## src/rtl/i2c_cmd_pkg.sv

```systemverilog
package i2c_cmd_pkg;
  localparam int DATA_W = 8;
  localparam int IDX_W  = 5;
  localparam int BITS_PER_FRAME = DATA_W + 1;

  typedef enum logic [2:0] {
    ST_IDLE,
    ST_ADDR,
    ST_CMD,
    ST_WDATA,
    ST_RDATA,
    ST_IGNORE
  } phase_e;
endpackage

```

## src/rtl/i2c_line_sync.sv

```systemverilog
module i2c_line_sync #(
  parameter int STAGES = 2
) (
  input  logic clk,
  input  logic rst_n,
  input  logic din,
  output logic dout
);
  logic [STAGES-1:0] pipe;

  always_ff @(posedge clk or negedge rst_n) begin
    if (!rst_n) pipe <= '1;
    else        pipe <= {pipe[STAGES-2:0], din};
  end

  assign dout = pipe[STAGES-1];
endmodule

```

## src/rtl/i2c_bus_events.sv

```systemverilog
module i2c_bus_events (
  input  logic clk,
  input  logic rst_n,
  input  logic scl_s,
  input  logic sda_s,
  output logic scl_rise,
  output logic scl_fall,
  output logic start_det,
  output logic stop_det
);
  logic scl_q, sda_q;

  always_ff @(posedge clk or negedge rst_n) begin
    if (!rst_n) begin
      scl_q <= 1'b1;
      sda_q <= 1'b1;
    end else begin
      scl_q <= scl_s;
      sda_q <= sda_s;
    end
  end

  assign scl_rise  = scl_s & ~scl_q;
  assign scl_fall  = ~scl_s & scl_q;
  assign start_det = scl_s & scl_q & sda_q & ~sda_s;
  assign stop_det  = scl_s & scl_q & ~sda_q & sda_s;
endmodule

```

## src/rtl/i2c_cmd_engine.sv

```systemverilog
module i2c_cmd_engine
  import i2c_cmd_pkg::*;
#(
  parameter logic [6:0] SLAVE_ADDR = 7'h50
) (
  input  logic              clk,
  input  logic              rst_n,
  input  logic              scl_rise,
  input  logic              scl_fall,
  input  logic              start_det,
  input  logic              stop_det,
  input  logic              sda_in,
  output logic              sda_oe,
  output logic              wr_valid,
  input  logic              wr_ready,
  output logic              wr_bank,
  output logic [IDX_W-1:0]  wr_index,
  output logic [DATA_W-1:0] wr_data,
  output logic              rd_valid,
  input  logic              rd_ready,
  output logic              rd_bank,
  output logic [IDX_W-1:0]  rd_index,
  input  logic [DATA_W-1:0] rd_data
);
  localparam logic [3:0] LAST_BIT = 4'(DATA_W);
  localparam logic [3:0] ACK_BIT  = 4'(BITS_PER_FRAME);

  phase_e             st;
  logic [3:0]         cnt;
  logic [DATA_W-1:0]  shreg;
  logic [DATA_W-1:0]  tx;
  logic               wen, bank, rdir, mack;
  logic [IDX_W-1:0]   idx;
  logic               wr_block;

  assign wr_block = wr_valid & ~wr_ready;

  always_ff @(posedge clk or negedge rst_n) begin
    if (!rst_n) begin
      st <= ST_IDLE;  cnt <= '0;  shreg <= '0;  tx <= '1;
      wen <= 1'b0;  bank <= 1'b0;  rdir <= 1'b0;  mack <= 1'b0;  idx <= '0;
      sda_oe <= 1'b0;
      wr_valid <= 1'b0;  wr_bank <= 1'b0;  wr_index <= '0;  wr_data <= '0;
      rd_valid <= 1'b0;  rd_bank <= 1'b0;  rd_index <= '0;
    end else begin
      if (wr_valid && wr_ready) wr_valid <= 1'b0;
      if (rd_valid && rd_ready) begin
        rd_valid <= 1'b0;
        if (cnt >= LAST_BIT) tx <= rd_data;
      end

      if (start_det) begin
        st <= ST_ADDR;  cnt <= '0;  sda_oe <= 1'b0;
      end else if (stop_det) begin
        st <= ST_IDLE;  cnt <= '0;  sda_oe <= 1'b0;
      end else if (st != ST_IDLE) begin
        if (scl_rise) begin
          if (cnt < LAST_BIT)       shreg <= {shreg[DATA_W-2:0], sda_in};
          else if (cnt == LAST_BIT) mack <= ~sda_in;
          if (cnt != ACK_BIT) cnt <= cnt + 4'd1;
        end
        if (scl_fall) begin
          if (cnt == LAST_BIT) begin
            case (st)
              ST_ADDR: begin
                if (shreg[7:1] == SLAVE_ADDR) sda_oe <= 1'b1;
                else                          st <= ST_IGNORE;
              end
              ST_CMD: begin
                sda_oe <= 1'b1;
                wen    <= shreg[7];
                bank   <= shreg[6];
                idx    <= shreg[5:1];
                rdir   <= shreg[0];
                if (shreg[0]) begin
                  rd_valid <= 1'b1;  rd_bank <= shreg[6];  rd_index <= shreg[5:1];
                  tx <= '1;
                end
              end
              ST_WDATA: begin
                if (!wr_block) begin
                  sda_oe <= 1'b1;
                  idx    <= idx + 1'b1;
                  if (wen) begin
                    wr_valid <= 1'b1;  wr_bank <= bank;  wr_index <= idx;  wr_data <= shreg;
                  end
                end
              end
              ST_RDATA: begin
                sda_oe   <= 1'b0;
                idx      <= idx + 1'b1;
                rd_valid <= 1'b1;  rd_bank <= bank;  rd_index <= idx + 1'b1;
                tx <= '1;
              end
              default: ;
            endcase
          end else if (cnt == ACK_BIT) begin
            cnt    <= '0;
            sda_oe <= 1'b0;
            case (st)
              ST_ADDR: st <= ST_CMD;
              ST_CMD: begin
                if (rdir) begin st <= ST_RDATA; sda_oe <= ~tx[DATA_W-1]; end
                else            st <= ST_WDATA;
              end
              ST_RDATA: begin
                if (mack) sda_oe <= ~tx[DATA_W-1];
                else      st <= ST_IDLE;
              end
              default: ;
            endcase
          end else if (st == ST_RDATA) begin
            sda_oe <= ~tx[DATA_W-2];
            tx     <= {tx[DATA_W-2:0], 1'b1};
          end
        end
      end
    end
  end


  ignore_release_chk: assert property (@(posedge clk) disable iff (!rst_n)
    (st == ST_IGNORE) |-> !sda_oe);


  wr_hold_chk: assert property (@(posedge clk) disable iff (!rst_n)
    (wr_valid && !wr_ready) |=> (wr_valid && $stable(wr_data) && $stable(wr_index) && $stable(wr_bank)));


  rd_hold_chk: assert property (@(posedge clk) disable iff (!rst_n)
    (rd_valid && !rd_ready) |=> rd_valid);


  stop_release_chk: assert property (@(posedge clk) disable iff (!rst_n)
    stop_det |=> (!sda_oe && st == ST_IDLE));


  wr_origin_chk: assert property (@(posedge clk) disable iff (!rst_n)
    $rose(wr_valid) |-> ($past(st) == ST_WDATA));


  rd_origin_chk: assert property (@(posedge clk) disable iff (!rst_n)
    $rose(rd_valid) |-> ($past(st) == ST_CMD || $past(st) == ST_RDATA));
endmodule

```

## src/rtl/cmdbyte_i2c_slave.sv

```systemverilog
module cmdbyte_i2c_slave
  import i2c_cmd_pkg::*;
#(
  parameter logic [6:0] SLAVE_ADDR  = 7'h50,
  parameter int         SYNC_STAGES = 2
) (
  input  logic              clk,
  input  logic              rst_n,
  input  logic              scl_i,
  input  logic              sda_i,
  output logic              sda_oe,
  output logic              wr_valid,
  input  logic              wr_ready,
  output logic              wr_bank,
  output logic [IDX_W-1:0]  wr_index,
  output logic [DATA_W-1:0] wr_data,
  output logic              rd_valid,
  input  logic              rd_ready,
  output logic              rd_bank,
  output logic [IDX_W-1:0]  rd_index,
  input  logic [DATA_W-1:0] rd_data
);
  localparam int LINES = 2;

  logic [LINES-1:0] pin_raw, pin_s;
  logic scl_rise, scl_fall, start_det, stop_det;

  assign pin_raw = {scl_i, sda_i};

  for (genvar g = 0; g < LINES; g++) begin : g_sync
    i2c_line_sync #(.STAGES(SYNC_STAGES)) u_sync (
      .clk  (clk),
      .rst_n(rst_n),
      .din  (pin_raw[g]),
      .dout (pin_s[g])
    );
  end

  i2c_bus_events u_events (
    .clk      (clk),
    .rst_n    (rst_n),
    .scl_s    (pin_s[1]),
    .sda_s    (pin_s[0]),
    .scl_rise (scl_rise),
    .scl_fall (scl_fall),
    .start_det(start_det),
    .stop_det (stop_det)
  );

  i2c_cmd_engine #(.SLAVE_ADDR(SLAVE_ADDR)) u_engine (
    .clk      (clk),
    .rst_n    (rst_n),
    .scl_rise (scl_rise),
    .scl_fall (scl_fall),
    .start_det(start_det),
    .stop_det (stop_det),
    .sda_in   (pin_s[0]),
    .sda_oe   (sda_oe),
    .wr_valid (wr_valid),
    .wr_ready (wr_ready),
    .wr_bank  (wr_bank),
    .wr_index (wr_index),
    .wr_data  (wr_data),
    .rd_valid (rd_valid),
    .rd_ready (rd_ready),
    .rd_bank  (rd_bank),
    .rd_index (rd_index),
    .rd_data  (rd_data)
  );
endmodule

```

## config.mk

```make
export PLATFORM = sky130hd
export DESIGN_NAME = cmdbyte_i2c_slave
export DESIGN_NICKNAME = d
export VERILOG_FILES = /design/src/rtl/i2c_cmd_pkg.sv /design/src/rtl/i2c_line_sync.sv /design/src/rtl/i2c_bus_events.sv /design/src/rtl/i2c_cmd_engine.sv /design/src/rtl/cmdbyte_i2c_slave.sv
export SDC_FILE = /design/constraint.sdc
export NUM_CORES = 1
export LEC_CHECK = 0
export CAP_MARGIN = 10
export CORE_UTILIZATION = 40
export CTS_CLUSTER_DIAMETER = 60
export CTS_CLUSTER_SIZE = 30
export DETAILED_ROUTE_END_ITERATION = 7
export HOLD_SLACK_MARGIN = 0.08
export MAX_ROUTING_LAYER = met4
export SYNTH_ARGS = -nofsm -noshare
export SYNTH_HDL_FRONTEND = slang
export SYNTH_SLANG_ARGS = --single-unit
export TNS_END_PERCENT = 10
```

## constraint.sdc

```tcl
create_clock -name clk -period 4.2 [get_ports clk]
set_input_delay 0.84 -clock clk [delete_from_list [all_inputs] [get_ports clk]]
set_output_delay 0.84 -clock clk [all_outputs]
set_load 0.01 [all_outputs]
```

* After elaboration in Yosys (flattened, before gate mapping)
Cells that the tools add are included.
** Word-level totals
- Bits in registers :: 61
- Word-level logic and storage cells :: 144
** Cells by class
- Add/subtract/negate cells :: 2
- $lt $le $gt $ge :: 2
- Eq/ne operators :: 17
- Muxes and demuxes :: 66
- Bitwise logic cells :: 19
- Reductions and logical operators :: 17
** Operators with widths (count)
- $mux 8 :: 10
- $mux 4 :: 8
- $mux 3 :: 10
- $mux 1 :: 28
- $reduce_and 7->1 :: 3
- $reduce_and 6->1 :: 3
- $pmux 8 s2 :: 1
- $ne 5x5->1 const B :: 3
- $pmux 5 s3 :: 1
- $ne 4x4->1 const B :: 3
- $reduce_bool 3->1 :: 4
- $not 1->1 :: 11
- $mux 5 :: 2
- $pmux 5 s2 :: 1
- $pmux 3 s3 :: 1
- $and 1x1->1 :: 8
- $eq 4x4->1 const B :: 2
- $reduce_and 8->1 :: 1
- $eq 7x7->1 const B :: 1
- $ne 7x7->1 const B :: 1
- $eq 3x2->1 const B :: 2
- $ne 6x6->1 const B :: 1
- $pmux 1 s2 :: 3
- $add 5x1->5 const B :: 1
- other kinds (13) :: 14

* Depth between registers and ports, before layout
Gate-level depths: netlist of the first run.
- Word-level depth :: 10
- Gate-level depth with buffers :: 8
- Mapped depth without buffers :: 7

* Cells and area by module
Synthesis of the first run repeated with hierarchy kept, for this count alone.
** Second synthesis, totals
- Cell total of the unflattened synthesis :: 270
- Area total of the unflattened synthesis :: 3121.7 um^2
** Modules (own cells, without submodules)
- i2c_cmd_engine :: instances 1, cells an instance 260, area each 2931.6 um^2
- i2c_line_sync :: instances 2, cells an instance 2, area each 52.6 um^2
- i2c_bus_events :: instances 1, cells an instance 6, area each 85.1 um^2

* Least setup slack after synthesis of the first run
OpenSTA, ideal clock, no wires.
- Path type :: input to register
- From :: input port wr_ready
- To :: register u_engine.idx[0]
- Setup time :: 0.124 ns
- Data arrival time :: 1.728 ns
- Data required time :: 4.076 ns
- Slack :: 2.348 ns
- Stages :: 5
- Path buffers :: 1
- Cell sequence :: nand2b_1 > o21ai_1 > a21bo_2 > buf_2 > a211o_1
** On the way
- Word-level cells in the longest chain between the ends :: 4
** Ends and longest elaborated chain
- start, declared :: RTL line cmdbyte_i2c_slave.sv:13 : input logic wr_ready,
- $not 1->1 :: RTL line i2c_cmd_engine.sv:36 : assign wr_block = wr_valid & ~wr_ready;
- $and 1x1->1 :: RTL line i2c_cmd_engine.sv:36
- $ne 2x2->1 (no source line)
- $reduce_and 7->1 (no source line)
- end signal, assigned :: RTL line i2c_cmd_engine.sv:73 : idx <= shreg[5:1];
- end signal, assigned :: RTL line i2c_cmd_engine.sv:83 : idx <= idx + 1'b1;
- end signal, assigned :: RTL line i2c_cmd_engine.sv:91 : idx <= idx + 1'b1;
- end, declared :: RTL line i2c_cmd_engine.sv:33 : logic [IDX_W-1:0] idx;
No other way between the ends.
A chain may end at the register's enable or synchronous reset.

* Worst setup path in the final report of the first run
- From :: register u_engine.st[0]
- To :: register u_engine.st[0]
** On the way
- Word-level cells in the longest chain between the ends :: 8
- Elaborated cells between the ends (all ways) :: 16
** Ends and longest elaborated chain
- start, declared :: RTL line i2c_cmd_engine.sv:28 : phase_e st;
- start signal, assigned :: RTL line i2c_cmd_engine.sv:40 : st <= ST_IDLE; cnt <= '0; shreg <= '0; tx <= '1;
- start signal, assigned :: RTL line i2c_cmd_engine.sv:53 : st <= ST_ADDR; cnt <= '0; sda_oe <= 1'b0;
- start signal, assigned :: RTL line i2c_cmd_engine.sv:55 : st <= ST_IDLE; cnt <= '0; sda_oe <= 1'b0;
- $eq 3x3->1 (tied with other cells) :: RTL line i2c_cmd_engine.sv:100 : case (st)
- $pmux 3 s3 :: RTL line i2c_cmd_engine.sv:100
- $mux 3 :: RTL line i2c_cmd_engine.sv:97 : end else if (cnt == ACK_BIT) begin
- $mux 3 :: RTL line i2c_cmd_engine.sv:63 : if (cnt == LAST_BIT) begin
- $mux 3 :: RTL line i2c_cmd_engine.sv:62 : if (scl_fall) begin
- $mux 3 :: RTL line i2c_cmd_engine.sv:56 : end else if (st != ST_IDLE) begin
- $mux 3 :: RTL line i2c_cmd_engine.sv:54 : end else if (stop_det) begin
- $mux 3 :: RTL line i2c_cmd_engine.sv:52 : if (start_det) begin
Parallel ways exist; a longest one is shown, timed or not. The select of a mux whose other input is x is not followed.

==> out/results.tsv, run 1 <==
stage	metric	value	unit
pwr	Combinational Power Share	0.047	
sta	Setup-failing EPs final	0	
cts	root buf cell	clkbuf_8	
floorplanning	Die H	89.0	µm
sta	total negative slack	0	ps
pwr	Seq pwr share	0.499	
drt	Iteration-0 DRC Markers	80	
placement	placed cell area	3440	µm²
synth	cell taking the most area after synthesis	dfrtp_1	
sta	crit path time final	2250	ps
job	MaxCap Viol Count	0	
sta	fmax	0.444	GHz
setup_path	CP max FO	15	
global_route	gr ovfl total	0	
global_route	initial antenna violation count	0	
cts	Max Buffers Root-to-Sink	2	
synth	Synth Area per Inst	10.7	µm²
global_route	vias in the first global route	2019	
synth	mapped cell area	3030	µm²
finish	layout cells sized above 1	0.213	
synth	top cells by area, synth	dfrtp_1, dfstp_2, mux2_2	
pwr	Clock power frac	0.454	
sta	final hold vios	0	
sta	RSZ-0062 raised after global routing	false	
drt	Vias	2156	
synth	cells after synthesis	284	
setup_path	WP data arrival	2470	ps
cts	hold_buf cts	0	
cts	Clock transition at path regs	60	ps
floorplanning	CORE AREA	7290	µm²
synth	Post-synth EDFFs	0	
drt	router iterations before antenna repair	4	
finish	Core Util, Final	0.502	
synth	area share of the largest cell type after synthesis	0.389	
floorplanning	Core Rows	31	
setup_path	Critical Path Sink Type	flip-flop	
hold_path	HP Class	flip-flop to flip-flop	
pwr	Leakage	0.00162	µW
setup_path	startpoint types	flip-flop	
sta	Setup Skew	8.51	ps
pwr	maximum vdd drop	0.198	mV
pwr	P per Cell Area	340	nW/µm²
placement	I/O Buffers	36	
synth	Yosys Warn Count	0	
finish	Antenna Cells	0	
drt	post-DR vias/cell	5.10	
global_route	largest net degree at the start of global routing	46	
floorplanning	initial core utilization	0.415	
synth	Synth async-reset ratio	1.00	
drt	Total Wirelength	5.86	mm
sta	Slew Limit Fails	0	
finish	commonest non-fill, non-tap cell in the layout	dfrtp_1	
finish	most frequent cells in the layout	dfrtp_1, nand2_1, clkdlybuf4s50_1	
finish	Area Overhead vs Synth	20.9	%
pwr	Switching Share	0.226	
finish	design area	3660	µm²
global_route	Total GRT Usage	0.170	
pwr	Internal Power	963	µW
cts	Clk Latency, worst-skew pair	340	ps
synth	Post-Syn Nets	302	
run_status	status	complete, no violations	
floorplanning	I/O pin cnt	37	
cts	cts repair resizes	0	
setup_path	Required @ worst endpoint	4420	ps
synth	ys flop type	dfrtp_1	
synth	FF+latch count, synth	61	
finish	Nets	337	
global_route	first-pass GRT wire length	9.67	mm
cts	CTS tree	done	
synth	post-synth cell types	53	
cts	CTS buffer count	9	
drt	DRC Markers	0	
synth	sequential cell area fraction in the yosys report	0.510	
cts	Post-CTS Setup Bufs	0	
placement	routability cong.	0.800	
sta	Worst slew margin	0.360	
drt	WL/cell	13.9	µm
floorplanning	Die W	89.0	µm
sta	Slew @ Worst Pin	961	ps
cts	CTS Sinks	61	
drt	remaining antenna violation count	0	
placement	HPWL Detailed	4.18	mm
floorplanning	die area	7920	µm²
cts	H-tree Lvls	3	
pwr	P_sw	281	µW
sta	Final period util	0.536	
setup_path	CP Class	flip-flop to flip-flop	
## layout make-up
type / instances / area (µm²)
Tap cell: 99 / 124
Timing Repair Buffer: 37 / 363
Clock inverter: 6 / 87.6
Multi-Input combinational cell: 205 / 1390
Inverter: 5 / 18.8
Fill cell: 713 / 3630
Clock buffer: 10 / 128
Sequential cell: 61 / 1540
## registers in the layout (all words and copies together), names as in the netlist, 4 cells and up
name,cells
u_engine.cnt,4
u_engine.wr_index,5
u_engine.rd_index,5
u_engine.shreg,8
u_engine.wr_data,8
u_engine.tx,8
u_engine.idx,5
g_sync.u_sync.pipe,4
## logic make-up (layout without fill, tap and decap cells)
logic type,count (synthesis),count (layout),synth area share
buffers and inverters,18,58,0.0294
adder cells (fa/ha/maj),4,4,0.0165
AO/OA/AOI/OAI,53,53,0.109
multiplexers,31,31,0.126
AND/OR/NAND/NOR,111,111,0.192
flip-flops,61,61,0.510
XOR/XNOR,6,6,0.0174
## final timing paths
path / slack, ps / depth (start not counted) / start / to
worst max-delay path: 1950 / 5 / u_engine.st[0] / u_engine.st[0]
worst min-delay path: 360 / 0 / g_sync[0].u_sync.pipe[0] / g_sync[0].u_sync.pipe[1]
worst max register to register: 1950 / 5 / u_engine.st[0] / u_engine.st[0]
worst min register to register: 360 / 0 / g_sync[0].u_sync.pipe[0] / g_sync[0].u_sync.pipe[1]
max in group asynchronous: 2680 / 2 / rst_n / u_engine.tx[1]
min in group asynchronous: 650 / 1 / rst_n / u_engine.wr_data[4]
## Yosys cell counts (all sizes together) (2+ instances only)
library cell	count
or3	2
o2111ai	3
nand4	4
dfstp	14
nand3	18
and4bb	2
nand2b	6
mux2	26
nor3b	3
dfrtp	47
o211ai	2
xor2	3
nor3	4
mux2i	5
o21ai	24
a21oi	13
ha	4
xnor2	3
and3b	3
nor2b	2
clkbuf	5
nor2	16
nand2	45
nand3b	2
buf	8
inv	5
a31oi	2
## metrics by stage
step / hold slack (ps) / setup slack (ps) / cells / total power (µW)
6_report: 357 / 1950 / 423 / 1240
5_1_grt: 358 / 1830 / 423 / 1300
4_1_cts: 358 / 1940 / 423 / 1260
3_5_place_dp: 348 / 1830 / 407 / 690
3_3_place_gp: 346 / 1890 / 407 / 689
2_1_floorplan: 345 / 2350 / 284 / 654
## layer usage
| layer | vias to the layer above | part of all wire | GRT usage | routed length [µm] |
|---|---|---|---|---|
| met5 | - | 0 | - | 0 |
| met4 | 0 | 0.011 | 0.0592 | 65 |
| met3 | 9 | 0.033 | 0.0554 | 194 |
| met2 | 34 | 0.47 | 0.261 | 2780 |
| met1 | 1038 | 0.48 | 0.213 | 2820 |
| li1 | 1075 | - | - | - |
## power groups by stage
stage	Sequential, µW	Combinational (µW)	Clock [µW]
finish	620	58.4	565
CTS	620	60.3	581
floorplan	622	32.0	0
global route	622	66.9	606
detailed placement	630	59.8	0
global placement	630	58.8	0
## worst max-delay path, stage by stage (launching register included)
cell and delay [ps]:
dfrtp_1 580, or3b_1 670, o211ai_1 210, o2111ai_2 210
nand2_1 120, mux2_1 330
Note: power is estimated with default switching activity, not from simulation.
==> run 2: changes to the inputs <==
==> constraint.sdc (replaced) <==
create_clock -name clk -period 2.1 [get_ports clk]
set_input_delay 0.42 -clock clk [delete_from_list [all_inputs] [get_ports clk]]
set_output_delay 0.42 -clock clk [all_outputs]
set_load 0.01 [all_outputs]
==> run 2 against run 1 <==
Cell area up 3.9%. Sequential cell count unchanged. Critical path depth rose by 2. Largest power group unchanged. Highest routed layer unchanged.
==> out/results.tsv, run 2 (same netlist as run 1, synthesis figures left out) <==
stage	metric	value	unit	change
cts	Max Buffers Root-to-Sink	2		unchanged
drt	met2 WL post-DR	3.03	mm	+8.7%
drt	Total Wirelength	6.20	mm	+5.7%
finish	FF/Latch Area	1540	µm²	unchanged
cts	CTS tree	done		
floorplanning	initial core utilization	0.415		unchanged
drt	remaining antenna violation count	0		unchanged
drt	WL/cell	14.2	µm	+2.4%
global_route	Total GRT Usage	0.177		+0.00654
finish	design area	3800	µm²	+3.9%
pwr	P per Cell Area	640	nW/µm²	+88%
finish	fillers	700		-1.8%
drt	Top Layer Used	met4		
cts	Clock transition at path regs	70	ps	about the same
sta	Slew @ Worst Pin	468	ps	-492 ps
setup_path	Required @ worst endpoint	2320	ps	-2100 ps
setup_path	Crit. Startpoint	u_engine.cnt[1]		
setup_path	worst reg2reg endpoint	u_engine.wr_data[1]		
global_route	vias in the first global route	2157		+6.8%
setup_path	startpoint types	flip-flop		
sta	Final period util	0.927		+0.391
pwr	Leakage	0.00171	µW	+5.5%
finish	Largest regs	u_engine.shreg (8), u_engine.tx (8), u_engine.wr_data (8)		
floorplanning	Core Rows	31		unchanged
sta	total negative slack	0	ps	unchanged
sta	Setup-failing EPs final	0		unchanged
cts	Clk Latency, worst-skew pair	340	ps	about the same
drt	post-DR vias/cell	5.11		+0.21%
sta	worst hold slack	355	ps	-1.80 ps
setup_path	Critical Path Sink Type	flip-flop		
setup_path	CP max FO	7		-8
global_route	largest net degree at the start of global routing	46		unchanged
placement	HPWL Detailed	4.33	mm	+3.5%
cts	Post-CTS Setup Bufs	0		unchanged
cts	CTS Sinks	61		unchanged
run_status	status	complete, no violations		
hold_path	Hold Crit Start	g_sync[1].u_sync.pipe[0]		
floorplanning	Die W	89.0	µm	unchanged
setup_path	RR Startpoint	u_engine.cnt[1]		
floorplanning	Die H	89.0	µm	unchanged
global_route	initial antenna violation count	0		unchanged
finish	most frequent cells in the layout	dfrtp_1, nand2_1, clkdlybuf4s50_1		
setup_path	worst reg2reg path depth	7		+2
placement	Placement Setup Slack	98.5	ps	-1730 ps
finish	Antenna Cells	0		unchanged
sta	crit path time final	1950	ps	-305 ps
sta	fmax	0.514	GHz	+16%
sta	RSZ-0062 raised after global routing	false		
cts	root buf cell	clkbuf_8		
floorplanning	I/O pin cnt	37		unchanged
finish	layout cells sized above 1	0.246		+0.0326
sta	final hold vios	0		unchanged
cts	CTS buffer count	9		unchanged
drt	router iterations before antenna repair	4		unchanged
finish	Nets	351		+4.2%
sta	Final Worst Setup Slack	154	ps	-1790 ps
sta	Worst slew margin	0.685		+0.326
setup_path	CP Class	flip-flop to flip-flop		
floorplanning	die area	7920	µm²	unchanged
setup_path	flop-to-flop setup slack	150	ps	-1790 ps
placement	routability cong.	0.838		+4.7%
finish	area of the multi-input gates	1440	µm²	+3.1%
placement	placed cell area	3540	µm²	+3.0%
floorplanning	CORE AREA	7290	µm²	unchanged
global_route	first-pass GRT wire length	10.2	mm	+5.5%
drt	Vias	2232		+3.5%
placement	I/O Buffers	36		unchanged
job	MaxCap Viol Count	0		unchanged
global_route	gr ovfl total	0		unchanged
drt	Iteration-0 DRC Markers	84		+5.0%
hold_path	HP Class	flip-flop to flip-flop		
hold_path	Endpoint, Worst Hold	g_sync[1].u_sync.pipe[1]		
finish	Area Overhead vs Synth	25.6	%	
pwr	maximum vdd drop	0.351	mV	+77%
drt	met3 WL	231	µm	+19%
setup_path	WP data arrival	2170	ps	-300 ps
drt	DRC Markers	0		unchanged
hold_path	Hold Path Depth	0		unchanged
finish	commonest non-fill, non-tap cell in the layout	dfrtp_1		
cts	H-tree Lvls	3		unchanged
sta	Setup Skew	12.5	ps	+4.00 ps
sta	Slew Limit Fails	0		unchanged
drt	DRT met1 WL	2.84	mm	+0.78%
run 2: critical path: stages, from the launching register on:
cell,delay (ps)
dfrtp_1,410
inv_1,100
ha_2,230
nand3b_4,130
nor3_4,170
nand4_1,190
nand2b_4,280
mux2_4,320
run 2: power breakdown:
part	total [µW]	internal (µW)	leakage, µW	switching (µW)
clock network	1060	609	0.000102	451
logic	139	67.0	0.000807	72.2
registers	1230	1200	0.000802	30.3
run 2: cell type report:
class	instances	area share
clock inverters	4	0.0125
well taps	99	0.0326
inverters	5	0.00494
repair buffers	50	0.125
clock buffers	12	0.0408
multi-input cells	206	0.378
flip-flops and latches	61	0.406
run 2: worst max path at each step:
stage                                      end  slack (ps)
after floorplan                 u_engine.st[0]         270
after global placement     u_engine.wr_data[7]         190
after detailed placement   u_engine.wr_data[0]         100
after CTS                  u_engine.wr_data[1]         100
after global routing      u_engine.wr_index[1]          40
final                      u_engine.wr_data[1]         150
run 2: what timing repair did:
item                                    in CTS  in global routing
resized for setup                            0                  5
endpoints found under the hold margin       16                  0
hold buffers                                 1                  0
endpoints found under the setup margin       0                 15
run 2: layer usage:
layer,up-vias,global-route usage
li1,1107,-
met1,1079,0.215
met2,36,0.289
met3,10,0.0369
met4,0,0.0722
met5,-,-
run 2: through the flow:
| stage | total power, µW | std cells | util |
|---|---|---|---|
| after detailed placement | 1390 | 419 | 0.486 |
| after floorplan | 1310 | 284 | - |
| after global routing | 2540 | 437 | 0.521 |
| after CTS | 2470 | 436 | 0.515 |
| final | 2430 | 437 | 0.521 |
| after global placement | 1390 | 419 | 0.486 |
==> run 3: changes to the inputs <==
--- a/config.mk
+++ b/config.mk
@@ -10,7 +10,7 @@
 export CTS_CLUSTER_DIAMETER = 60
 export CTS_CLUSTER_SIZE = 30
 export DETAILED_ROUTE_END_ITERATION = 7
-export HOLD_SLACK_MARGIN = 0.08
+export HOLD_SLACK_MARGIN = 0.03
 export MAX_ROUTING_LAYER = met4
 export SYNTH_ARGS = -nofsm -noshare
 export SYNTH_HDL_FRONTEND = slang
==> results of run 3 <==
No change in the layout: final DEF, timing and power equal those of run 2.
